### src/rtl/kp_pkg.sv
`timescale 1ns/1ps
package kp_pkg;

    typedef enum logic [2:0] {
        ST_IDLE  = 3'd0,
        ST_SFCHK = 3'd1,
        ST_ROW   = 3'd2,
        ST_EVAL  = 3'd3,
        ST_EMIT  = 3'd4
    } scan_state_e;

    localparam int          EVT_W      = 8;
    localparam int          CODE_W     = EVT_W - 1;
    localparam logic [7:0]  NOKEY_CODE = 8'hFF;

    function automatic int safe_w(input int n);
        return (n > 1) ? $clog2(n) : 1;
    endfunction

endpackage

### src/rtl/kp_scan_fsm.sv
`timescale 1ns/1ps
module kp_scan_fsm
    import kp_pkg::*;
#(
    parameter int NUM_ROWS    = 12,
    parameter int TICK_CYCLES = 4,
    localparam int RW = safe_w(NUM_ROWS),
    localparam int TW = safe_w(TICK_CYCLES)
) (
    input  logic                clk,
    input  logic                rst_n,
    input  logic                scan_run,
    input  logic [NUM_ROWS-1:0] row_en,
    input  logic                emit_pending,
    output scan_state_e         state,
    output logic [NUM_ROWS-1:0] row_drv_low,
    output logic [RW-1:0]       row_idx,
    output logic                sf_strobe,
    output logic                row_strobe,
    output logic                eval_strobe
);

    scan_state_e st_q, st_d;
    logic [TW-1:0] tick_q, tick_d;
    logic [RW-1:0] row_q, row_d;
    logic tick_last, row_last;

    assign tick_last = (tick_q == TW'(TICK_CYCLES - 1));
    assign row_last  = (row_q == RW'(NUM_ROWS - 1));

    always_comb begin
        st_d   = st_q;
        tick_d = tick_q;
        row_d  = row_q;
        unique case (st_q)
            ST_IDLE: begin
                if (scan_run) begin
                    st_d   = ST_SFCHK;
                    tick_d = '0;
                end
            end
            ST_SFCHK: begin
                if (tick_last) begin
                    st_d   = ST_ROW;
                    tick_d = '0;
                    row_d  = '0;
                end else begin
                    tick_d = tick_q + 1'b1;
                end
            end
            ST_ROW: begin
                if (tick_last) begin
                    tick_d = '0;
                    if (row_last) st_d = ST_EVAL;
                    else          row_d = row_q + 1'b1;
                end else begin
                    tick_d = tick_q + 1'b1;
                end
            end
            ST_EVAL: st_d = ST_EMIT;
            ST_EMIT: begin
                if (!emit_pending) begin
                    st_d   = scan_run ? ST_SFCHK : ST_IDLE;
                    tick_d = '0;
                end
            end
            default: st_d = ST_IDLE;
        endcase
    end

    always_ff @(posedge clk or negedge rst_n) begin
        if (!rst_n) begin
            st_q   <= ST_IDLE;
            tick_q <= '0;
            row_q  <= '0;
        end else begin
            st_q   <= st_d;
            tick_q <= tick_d;
            row_q  <= row_d;
        end
    end

    always_comb begin
        row_drv_low = '0;
        unique case (st_q)
            ST_IDLE: row_drv_low = row_en;
            ST_ROW: begin
                for (int i = 0; i < NUM_ROWS; i++)
                    row_drv_low[i] = row_en[i] && (row_q == RW'(i));
            end
            default: row_drv_low = '0;
        endcase
        sf_strobe   = (st_q == ST_SFCHK) && tick_last;
        row_strobe  = (st_q == ST_ROW) && tick_last;
        eval_strobe = (st_q == ST_EVAL);
    end

    assign state   = st_q;
    assign row_idx = row_q;

endmodule

### src/rtl/kp_debounce.sv
`timescale 1ns/1ps
module kp_debounce
    import kp_pkg::*;
#(
    parameter int NUM_ROWS = 12,
    parameter int NUM_COLS = 8,
    parameter int NUM_DED  = 4,
    parameter int DB_W     = 4,
    localparam int RW      = safe_w(NUM_ROWS),
    localparam int MAT_K   = NUM_ROWS * NUM_COLS,
    localparam int NK      = MAT_K + NUM_DED
) (
    input  logic                clk,
    input  logic                rst_n,
    input  logic                sf_strobe,
    input  logic                row_strobe,
    input  logic [RW-1:0]       row_idx,
    input  logic                eval_strobe,
    input  logic [NUM_ROWS-1:0] row_en,
    input  logic [NUM_COLS-1:0] col_en,
    input  logic [NUM_COLS-1:0] sf_en,
    input  logic [NUM_DED-1:0]  ded_en,
    input  logic [NUM_COLS-1:0] col_in,
    input  logic [NUM_DED-1:0]  ded_in,
    input  logic [DB_W-1:0]     db_passes,
    output logic                accept,
    output logic [NK-1:0]       acc_keys,
    output logic [NUM_COLS-1:0] acc_sf
);

    logic [NK-1:0]       snap_keys, prev_keys;
    logic [NUM_COLS-1:0] snap_sf, prev_sf;
    logic [DB_W-1:0]     stab_q;
    logic                same;
    logic [DB_W:0]       run_len;

    assign same    = (snap_keys == prev_keys) && (snap_sf == prev_sf);
    assign run_len = {1'b0, stab_q} + 1'b1;

    always_ff @(posedge clk or negedge rst_n) begin
        if (!rst_n) begin
            snap_keys <= '0;
            snap_sf   <= '0;
            prev_keys <= '0;
            prev_sf   <= '0;
            stab_q    <= '0;
        end else begin
            if (sf_strobe) begin
                snap_sf                      <= sf_en & col_en & ~col_in;
                snap_keys[MAT_K +: NUM_DED]  <= ded_en & ~ded_in;
            end
            if (row_strobe) begin
                for (int r = 0; r < NUM_ROWS; r++) begin
                    if (row_idx == RW'(r))
                        snap_keys[r*NUM_COLS +: NUM_COLS] <= row_en[r] ?
                            (col_en & ~col_in & ~(sf_en & snap_sf)) : '0;
                end
            end
            if (eval_strobe) begin
                prev_keys <= snap_keys;
                prev_sf   <= snap_sf;
                if (!same)        stab_q <= '0;
                else if (~&stab_q) stab_q <= stab_q + 1'b1;
            end
        end
    end

    assign accept   = eval_strobe &&
                      (same ? (run_len >= {1'b0, db_passes}) : (db_passes == '0));
    assign acc_keys = snap_keys;
    assign acc_sf   = snap_sf;

endmodule

### src/rtl/kp_event_enc.sv
`timescale 1ns/1ps
module kp_event_enc
    import kp_pkg::*;
#(
    parameter int NK       = 100,
    parameter int NUM_COLS = 8,
    localparam int IW      = safe_w(NK)
) (
    input  logic                clk,
    input  logic                rst_n,
    input  logic                accept,
    input  logic [NK-1:0]       acc_keys,
    input  logic [NUM_COLS-1:0] acc_sf,
    input  logic                emit_win,
    input  logic                fifo_full,
    output logic                emit_pending,
    output logic                push,
    output logic [EVT_W-1:0]    push_data,
    output logic                sf_chg,
    output logic [NUM_COLS-1:0] sf_state_n
);

    logic [NK-1:0]       tgt_q, rep_q, diff;
    logic [NUM_COLS-1:0] sf_rep_q;
    logic [IW-1:0]       sel;

    assign diff         = tgt_q ^ rep_q;
    assign emit_pending = |diff;

    always_comb begin
        sel = '0;
        for (int i = NK - 1; i >= 0; i--)
            if (diff[i]) sel = IW'(i);
    end

    assign push      = emit_win && emit_pending && !fifo_full;
    assign push_data = {~tgt_q[sel], CODE_W'(sel)};
    assign sf_chg    = accept && (acc_sf != sf_rep_q);
    assign sf_state_n = ~sf_rep_q;

    always_ff @(posedge clk or negedge rst_n) begin
        if (!rst_n) begin
            tgt_q    <= '0;
            rep_q    <= '0;
            sf_rep_q <= '0;
        end else begin
            if (accept) begin
                tgt_q    <= acc_keys;
                sf_rep_q <= acc_sf;
            end
            if (push) rep_q[sel] <= tgt_q[sel];
        end
    end

endmodule

### src/rtl/kp_evt_fifo.sv
`timescale 1ns/1ps
module kp_evt_fifo
    import kp_pkg::*;
#(
    parameter int DEPTH = 4,
    localparam int PW   = safe_w(DEPTH),
    localparam int CW   = $clog2(DEPTH + 1)
) (
    input  logic             clk,
    input  logic             rst_n,
    input  logic             push,
    input  logic [EVT_W-1:0] push_data,
    input  logic             pop,
    output logic [EVT_W-1:0] head,
    output logic             full,
    output logic [CW-1:0]    cnt
);

    logic [EVT_W-1:0] mem [DEPTH];
    logic [PW-1:0]    wp_q, rp_q;
    logic [CW-1:0]    cnt_q;
    logic             do_push, do_pop;

    assign full    = (cnt_q == CW'(DEPTH));
    assign do_push = push && !full;
    assign do_pop  = pop && (cnt_q != '0);
    assign head    = (cnt_q == '0) ? NOKEY_CODE : mem[rp_q];
    assign cnt     = cnt_q;

    always_ff @(posedge clk) begin
        if (do_push) mem[wp_q] <= push_data;
    end

    always_ff @(posedge clk or negedge rst_n) begin
        if (!rst_n) begin
            wp_q  <= '0;
            rp_q  <= '0;
            cnt_q <= '0;
        end else begin
            if (do_push) wp_q <= (wp_q == PW'(DEPTH - 1)) ? '0 : wp_q + 1'b1;
            if (do_pop)  rp_q <= (rp_q == PW'(DEPTH - 1)) ? '0 : rp_q + 1'b1;
            unique case ({do_push, do_pop})
                2'b10:   cnt_q <= cnt_q + 1'b1;
                2'b01:   cnt_q <= cnt_q - 1'b1;
                default: cnt_q <= cnt_q;
            endcase
        end
    end

endmodule

### src/rtl/kp_matrix_scan.sv
`timescale 1ns/1ps
module kp_matrix_scan
    import kp_pkg::*;
#(
    parameter int NUM_ROWS    = 12,
    parameter int NUM_COLS    = 8,
    parameter int NUM_DED     = 4,
    parameter int TICK_CYCLES = 4,
    parameter int DB_W        = 4,
    parameter int FIFO_DEPTH  = 4
) (
    input  logic                             clk,
    input  logic                             rst_n,
    input  logic                             scan_run,
    input  logic [NUM_ROWS-1:0]              row_en,
    input  logic [NUM_COLS-1:0]              col_en,
    input  logic [NUM_COLS-1:0]              sf_en,
    input  logic [NUM_DED-1:0]               ded_en,
    input  logic [DB_W-1:0]                  db_passes,
    input  logic [NUM_COLS-1:0]              col_in,
    input  logic [NUM_DED-1:0]               ded_in,
    output logic [NUM_ROWS-1:0]              row_drv_low,
    input  logic                             rd_pop,
    output logic [EVT_W-1:0]                 rd_data,
    output logic [$clog2(FIFO_DEPTH+1)-1:0]  fifo_cnt,
    output logic [NUM_COLS-1:0]              sf_state_n,
    output logic                             key_evt
);

    localparam int RW = safe_w(NUM_ROWS);
    localparam int NK = NUM_ROWS * NUM_COLS + NUM_DED;

    scan_state_e         st_w;
    logic [RW-1:0]       row_idx;
    logic                sf_strobe, row_strobe, eval_strobe;
    logic                accept, emit_pending, push_w, fifo_full, sf_chg;
    logic [NK-1:0]       acc_keys;
    logic [NUM_COLS-1:0] acc_sf;
    logic [EVT_W-1:0]    push_data;
    logic                key_evt_q;

    kp_scan_fsm #(.NUM_ROWS(NUM_ROWS), .TICK_CYCLES(TICK_CYCLES)) u_fsm (
        .clk(clk), .rst_n(rst_n), .scan_run(scan_run), .row_en(row_en),
        .emit_pending(emit_pending), .state(st_w), .row_drv_low(row_drv_low),
        .row_idx(row_idx), .sf_strobe(sf_strobe), .row_strobe(row_strobe),
        .eval_strobe(eval_strobe)
    );

    kp_debounce #(.NUM_ROWS(NUM_ROWS), .NUM_COLS(NUM_COLS), .NUM_DED(NUM_DED),
                  .DB_W(DB_W)) u_db (
        .clk(clk), .rst_n(rst_n), .sf_strobe(sf_strobe), .row_strobe(row_strobe),
        .row_idx(row_idx), .eval_strobe(eval_strobe), .row_en(row_en),
        .col_en(col_en), .sf_en(sf_en), .ded_en(ded_en), .col_in(col_in),
        .ded_in(ded_in), .db_passes(db_passes), .accept(accept),
        .acc_keys(acc_keys), .acc_sf(acc_sf)
    );

    kp_event_enc #(.NK(NK), .NUM_COLS(NUM_COLS)) u_enc (
        .clk(clk), .rst_n(rst_n), .accept(accept), .acc_keys(acc_keys),
        .acc_sf(acc_sf), .emit_win(st_w == ST_EMIT), .fifo_full(fifo_full),
        .emit_pending(emit_pending), .push(push_w), .push_data(push_data),
        .sf_chg(sf_chg), .sf_state_n(sf_state_n)
    );

    kp_evt_fifo #(.DEPTH(FIFO_DEPTH)) u_fifo (
        .clk(clk), .rst_n(rst_n), .push(push_w), .push_data(push_data),
        .pop(rd_pop), .head(rd_data), .full(fifo_full), .cnt(fifo_cnt)
    );

    always_ff @(posedge clk or negedge rst_n) begin
        if (!rst_n) key_evt_q <= 1'b0;
        else        key_evt_q <= push_w || sf_chg;
    end

    assign key_evt = key_evt_q;

endmodule

### config.mk
export PLATFORM = sky130hd
export DESIGN_NAME = kp_matrix_scan
export DESIGN_NICKNAME = d
export VERILOG_FILES = /design/src/rtl/kp_pkg.sv /design/src/rtl/kp_scan_fsm.sv /design/src/rtl/kp_debounce.sv /design/src/rtl/kp_event_enc.sv /design/src/rtl/kp_evt_fifo.sv /design/src/rtl/kp_matrix_scan.sv
export SDC_FILE = /design/constraint.sdc
export NUM_CORES = 1
export LEC_CHECK = 0
export CORE_ASPECT_RATIO = 1.25
export CORE_MARGIN = 1
export CORE_UTILIZATION = 43
export CTS_BUF_LIST = sky130_fd_sc_hd__clkbuf_4 sky130_fd_sc_hd__clkbuf_8
export DETAILED_ROUTE_END_ITERATION = 10
export DONT_BUFFER_PORTS = 1
export PLACE_DENSITY = 0.59
export SLEW_MARGIN = 20
export SYNTH_ARGS = -nofsm -noshare
export SYNTH_HDL_FRONTEND = slang
export SYNTH_SLANG_ARGS = --single-unit
export TNS_END_PERCENT = 5
### constraint.sdc
create_clock -name clk -period 4.1 [get_ports clk]
set_input_delay 0.82 -clock clk [delete_from_list [all_inputs] [get_ports clk]]
set_output_delay 0.82 -clock clk [all_outputs]
set_load 0.005 [all_outputs]
Word level (Yosys, flattened, before mapping)
Memories as Yosys holds them, arrays and structs flattened.
Index checks and enable logic that the tools add are counted.
{ "totals": {"reg_bits": 445, "mem_bits_rw": 32, "input_bits": 52, "output_inout_bits": 32, "elab_cells": 275, "n_memories": 1} }
{ "memory_table": {"columns": ["memory", "depth", "width", "read_ports", "rd_ports_with_merged_regs", "wr", "line", "source"], "rows": [
  ["u_fifo.mem", 4, 8, 1, 0, 1, "kp_evt_fifo.sv:19", "logic [EVT_W-1:0] mem [DEPTH];"]
]} }
{ "classes": {"addsub": 8, "n_lt_le_gt_ge": 3, "n_eq_ne": 31, "muxes": 142, "bitwise": 12, "n_reduce_logical": 51} }
{ "ops": {"columns": ["cell", "count"], "rows": [
  ["7-bit 2-to-1 mux", 100],
  ["8-bit 2-to-1 mux", 13],
  ["100-bit bitwise mux", 1],
  ["100-bit equality test", 1],
  ["100-bit OR reduction", 1],
  ["100-bit bitwise XOR", 1],
  ["8-bit AND", 5],
  ["2-bit AND reduction", 13],
  ["8-bit NOT", 3],
  ["12-bit one-hot mux with 2 select lines", 1],
  ["1-bit logical AND", 22],
  ["4-bit 2-to-1 mux", 5],
  ["4-bit by 3-bit equality test with 1-bit output, second input constant", 4],
  ["4-bit equality test, second input constant", 4],
  ["3-bit 2-to-1 mux", 5],
  ["3-bit one-hot mux with 5 select lines", 1],
  ["2-bit 2-to-1 mux", 5],
  ["4-bit by 1-bit adder with 4-bit output, second input constant", 2],
  ["2-bit equality test, second input constant", 4],
  ["4-bit by 2-bit equality test with 1-bit output, second input constant", 2],
  ["8-bit equality test", 1],
  ["4-bit zero test", 2],
  ["7-bit by 8-bit less-than comparator with 1-bit output, second input constant", 1],
  ["2-bit inequality test, second input constant", 4],
  ["31 further kinds", 46]
]} }

Longest topological paths before layout
{ "logic_depth": {"word_depth": 106, "ltp_mapped": 16, "mapped_depth_nobuf": 15} }

Hierarchy
A second synthesis with hierarchy kept.
{ "hier_totals": {"hier_cells": 2243, "hier_area_um2": 24409.7} }
{ "modules_own_cells": {"columns": ["mod", "n_inst", "cells_per_inst", "area_per_inst_um2", "seq_area_each_um2"], "rows": [
  ["kp_event_enc", 1, 1129, 11936.4, 5205.0],
  ["kp_debounce", 1, 915, 9910.8, 5505.3],
  ["kp_evt_fifo", 1, 89, 1674.1, 1136.1],
  ["kp_scan_fsm", 1, 107, 844.6, 225.2],
  ["kp_matrix_scan", 1, 3, 43.8, 25.0]
]} }

Least setup slack after synthesis
OpenSTA, ideal clock, no wires.
{ "synth_path": {"kind": "reg-to-reg", "from": "register u_enc.rep_q[95]", "to": "memory u_fifo.mem[0][7] (data pin)", "setup_ns": 0.217, "t_arrival_ns": 3.922, "required_time_ns": 3.883, "setup_slack_ns": -0.038, "path_stages_with_launch": 16, "n_path_buf": 2, "synth_period_minus_slack_ns": 4.138, "cell_sequence": "dfrtp_1 > xor2_1 > or4_1 > a211o_1 > a2111oi_4 > o221ai_2 > nand2b_1 > buf_6 > inv_4 > and3_1 > o21ba_1 > or3_1 > a22o_1 > o41a_1 > buf_6 > a211oi_1"} }
{ "synth_via": {"elab_chain_len": 100} }
{ "synth_rtl": {"columns": ["element", "line", "source"], "rows": [
  ["from (decl)", "kp_event_enc.sv:23", "logic [NK-1:0] tgt_q, rep_q, diff;"],
  ["from (signal, indexed assignment)", "kp_event_enc.sv:51", "if (push) rep_q[sel] <= tgt_q[sel];"],
  ["100-bit bitwise XOR", "kp_event_enc.sv:27", "assign diff = tgt_q ^ rep_q;"],
  ["7-bit 2-to-1 mux (96 in series)", "kp_event_enc.sv:33", "if (diff[i]) sel = IW'(i);"],
  ["named net push_data[2]", "kp_matrix_scan.sv:39", "logic [EVT_W-1:0] push_data;"],
  ["1-bit binary-select mux with 7-bit select", "kp_event_enc.sv:37", "assign push_data = {~tgt_q[sel], CODE_W'(sel)};"],
  ["1-bit 2-to-1 mux (implied by the code)", "kp_event_enc.sv:37", null],
  ["1-bit NOT", "kp_event_enc.sv:37", null],
  ["named net push_data[7]", "kp_matrix_scan.sv:39", null],
  ["to (decl)", "kp_evt_fifo.sv:19", null]
]} }
The timed path passes the listed nets, and every way through them passes these cells. The select of a mux whose other input is x is not followed.

Worst setup path in the final report
{ "layout_path": {"from": "register u_enc.tgt_q[95]", "to": "memory u_fifo.mem[3][7] (data pin)"} }
{ "layout_via": {"elab_chain_len": 100} }
{ "layout_rtl": {"columns": ["element", "line", "source"], "rows": [
  ["from (decl)", "kp_event_enc.sv:23", null],
  ["from (signal assigned)", "kp_event_enc.sv:48", "tgt_q <= acc_keys;"],
  ["100-bit bitwise XOR", "kp_event_enc.sv:27", null],
  ["7-bit 2-to-1 mux (96 in series)", "kp_event_enc.sv:33", null],
  ["1-bit binary-select mux with 7-bit select (*)", "kp_event_enc.sv:37", null],
  ["1-bit 2-to-1 mux (implied by the code) (*)", "kp_event_enc.sv:37", null],
  ["1-bit NOT (*)", "kp_event_enc.sv:37", null],
  ["named net push_data[7]", "kp_matrix_scan.sv:39", null]
]} }
Mark *: on every way through the listed nets, which the timed path passes. The rest lies on a longest branch. The select of a mux whose other input is x is not followed.

==> impl_metrics.json <==
{
  "skew_ps": 36.3,
  "synth_xor_area_share_pct": 8.99,
  "syn_inst": 2466,
  "port_buffers": 0,
  "worst_pin_slew_ps": 1680,
  "violations": "negative hold slack, max-slew violations, negative setup slack",
  "ys_ff_latch": 477,
  "drive_gt1_share_pct": 27.4,
  "synth_edf_count": 32,
  "maxSlewHeadroom_pct": -12.2,
  "cts_made_buffers": 80,
  "syn_area_mm2": 0.0241,
  "synthSimpleGateAreaFrac_pct": 17.2,
  "post-route-util_pct": 54.6,
  "p_leak_nw": 14.2,
  "synth_flop_cell": "dfrtp_1",
  "synth_mux_area_share_pct": 9.20,
  "yosysTopAreaCell": "dfrtp_1",
  "critPathMaxFanout": 5,
  "p_per_area_mw_per_mm2": 967,
  "yosysWarnings": 0,
  "insertion_delay_ps": 710,
  "coreArea_mm2": 0.0551,
  "placed_area_mm2": 0.0277,
  "vias_per_cell": 5.49,
  "report.final.slew_viol_count": 133,
  "drv_cap": 0,
  "ir_drop_mv": 0.848,
  "cts_tree": "done",
  "die_w_um": 214,
  "min_period_ps": 4360,
  "antenna_found_initial": 4,
  "setup_viol": 100,
  "timing.rr.start": "u_enc.tgt_q[95]$_DFFE_PN0P_",
  "fin_hold_ws_ps": -166,
  "drt_wl_total_mm": 84.4,
  "grt_pass1_vias": 20100,
  "synth_top_family_by_area": "simple AND/OR/NAND/NOR gates",
  "critPathLaunchType": "register",
  "synth_adder_area_share_pct": 0.915,
  "syn_nets": 2535,
  "cts_buffer_depth": 3,
  "setup_ws_ps": -263,
  "initialDrtViolationCount": 1569,
  "crit_type": "register to register",
  "drc": 0,
  "ant_nets": 0,
  "vias": 19900,
  "rsz0062_at_grt": "yes",
  "grt_usage_pct": 30.4,
  "path_clk_slew_ps": 70,
  "finalCritPeriodShare_pct": 106,
  "arrival_ps": 4840,
  "area_growth_pct": 25.0,
  "cp-end-kind": "register",
  "outcome": "finished, violations left",
  "drtPass1Iterations": 6,
  "grt_max_degree": 446,
  "final_cell_area_mm2": 0.0301,
  "hold_viol": 71,
  "grt_pass1_wl_mm": 126,
  "yosysSeqAreaShare_pct": 50.2,
  "synth.avg_cell_area_um2": 9.76,
  "synth.distinct_cells": 75,
  "grt-ovfl-total": 0,
  "ys_top_cells_by_area": "dfrtp_1 46%, nand2_1 10%, mux2_2 6.3%",
  "io_pins": 84,
  "start_util_pct": 43.7,
  "layout.nets": 2892,
  "place_hpwl_mm": 62.5,
  "fmax_mhz": 229,
  "critPathLaunch": "u_enc.tgt_q[95]$_DFFE_PN0P_",
  "clock-root-buffer": "clkbuf_8",
  "cts.sinks": 477,
  "synth_compound_area_share_pct": 10.7,
  "holdCritPathClass": "input port to async pin",
  "htreeDepth": 3,
  "routabilityCongestion": 0.978,
  "worstPathRequired_ps": 4580,
  "async_reset_ff_share_pct": 93.3,
  "dieArea_mm2": 0.0569,
  "row_count": 96,
  "wire_per_inst_um": 23.3,
  "die_h_um": 267,
  "synth_top_area_share_pct": 46.3
}
==> logic make-up after synthesis <==
group | count (synthesis)
simple gates | 974
flops | 477
compound gates | 407
xor+xnor | 247
mux | 180
buf+inv | 164
fa+ha+maj | 17
==> stage by stage <==
stage	TNS, ps	power [mW]	hold slack, ps	setup WS, ps	std cells
2_1_floorplan	0	14.4	466	71.4	2466
3_3_place_gp	-46000	22.8	478	-550	3462
3_5_place_dp	-51750	23.0	484	-655	3462
4_1_cts	-13220	28.8	-188	-210	3618
5_1_grt	-24960	30.4	-181	-329	3619
6_report	-16710	29.1	-166	-263	3620
==> per-layer routing <==
metal,wire length (um),track usage (%),up-vias
li1,-,-,9148
met1,34300,38.0,9833
met2,41300,51.1,685
met3,3950,3.45,193
met4,4840,16.6,0
met5,0,0,-
==> Yosys cell counts (all sizes together) (9+ instances only) <==
cell type  count
edfxtp        32
nor4          25
nand3         21
nor2b          9
nor3          20
clkbuf       112
nand4         42
xnor2        155
and3           9
dfrtp        445
and2          16
or2           13
mux2         164
inv           40
a21oi         57
a22oi         10
o21ai        184
buf           12
nand2b        24
nor2         120
a211oi        16
nand2        651
o31ai         43
ha            16
o211ai        11
xor2          92
==> repair_timing <==
item	4_1_cts	5_1_grt
endpoints found under the hold margin	445	445
setup endpoints to repair	104	102
pin swaps	27	6
cloned	2	0
buffers inserted	12	0
resized for setup	70	29
==> cell usage in the layout (no fill, tap or decap), types with 39 or more instances in the layout <==
master,n
a21oi_1,51
clkbuf_8,91
nand4_1,42
nand2_1,650
mux2_4,42
inv_1,39
mux2_2,122
dfrtp_1,445
xor2_1,91
nor2_1,117
xnor2_1,149
o21ai_0,176
buf_4,358
==> final timing paths <==
check	endpoint	slack, ps	cells after the start
max in group asynchronous	u_enc.rep_q[50]$_DFFE_PN0P_	2930	0
worst min register to register	u_db.prev_keys[89]$_DFFE_PN0P_	490	2
worst max-delay path	u_fifo.mem[3][7]$_DFFE_PP_	-260	17
worst max register to register	u_fifo.mem[3][7]$_DFFE_PP_	-260	17
worst min-delay path	u_enc.rep_q[21]$_DFFE_PN0P_	-170	0
min in group clk	u_db.acc_sf[2]$_DFFE_PN0P_	240	2
==> registers in the layout, indices dropped and copies added, names as in the netlist <==
register	count
u_db.prev_sf	8
u_db.stab_q	4
u_fifo.rp_q	2
u_fifo.mem	32
u_fsm.state	3
u_fsm.tick_q	2
u_fsm.row_idx	4
u_enc.tgt_q	100
key_evt	1
u_db.acc_sf	8
u_fifo.wp_q	2
u_db.prev_keys	100
u_enc.rep_q	100
u_fifo.cnt	3
u_db.acc_keys	100
u_enc.sf_rep_q	8
==> worst max-delay path, cell delays in order, from the launching register on <==
cell,delay [ps]
dfrtp_1,420
xor2_2,190
buf_4,150
or4_1,460
o211ai_1,390
a211oi_2,140
a211oi_2,270
buf_4,200
o21ai_4,80
buf_6,130
and2_4,180
a32oi_1,180
o21ai_1,100
o31a_1,260
o41a_1,420
buf_6,150
buf_6,120
a211oi_4,310
==> layout make-up <==
type                            count  area [um^2]
Tap cell                          735          920
Clock inverter                     21          246
Clock buffer                      121         1480
Sequential cell                   477        12100
Fill cell                        4958        25000
Inverter                           40          153
Multi-Input combinational cell   1825        11800
Timing Repair Buffer              399         3420
Antenna cell                        2         5.00
==> power by group <==
part           switching (mW)  internal [mW]
clock                    2.07           2.58
sequential               1.09           6.14
combinational            9.81           7.40
total                    13.0           16.1
Power figures use the tool's default switching activity.
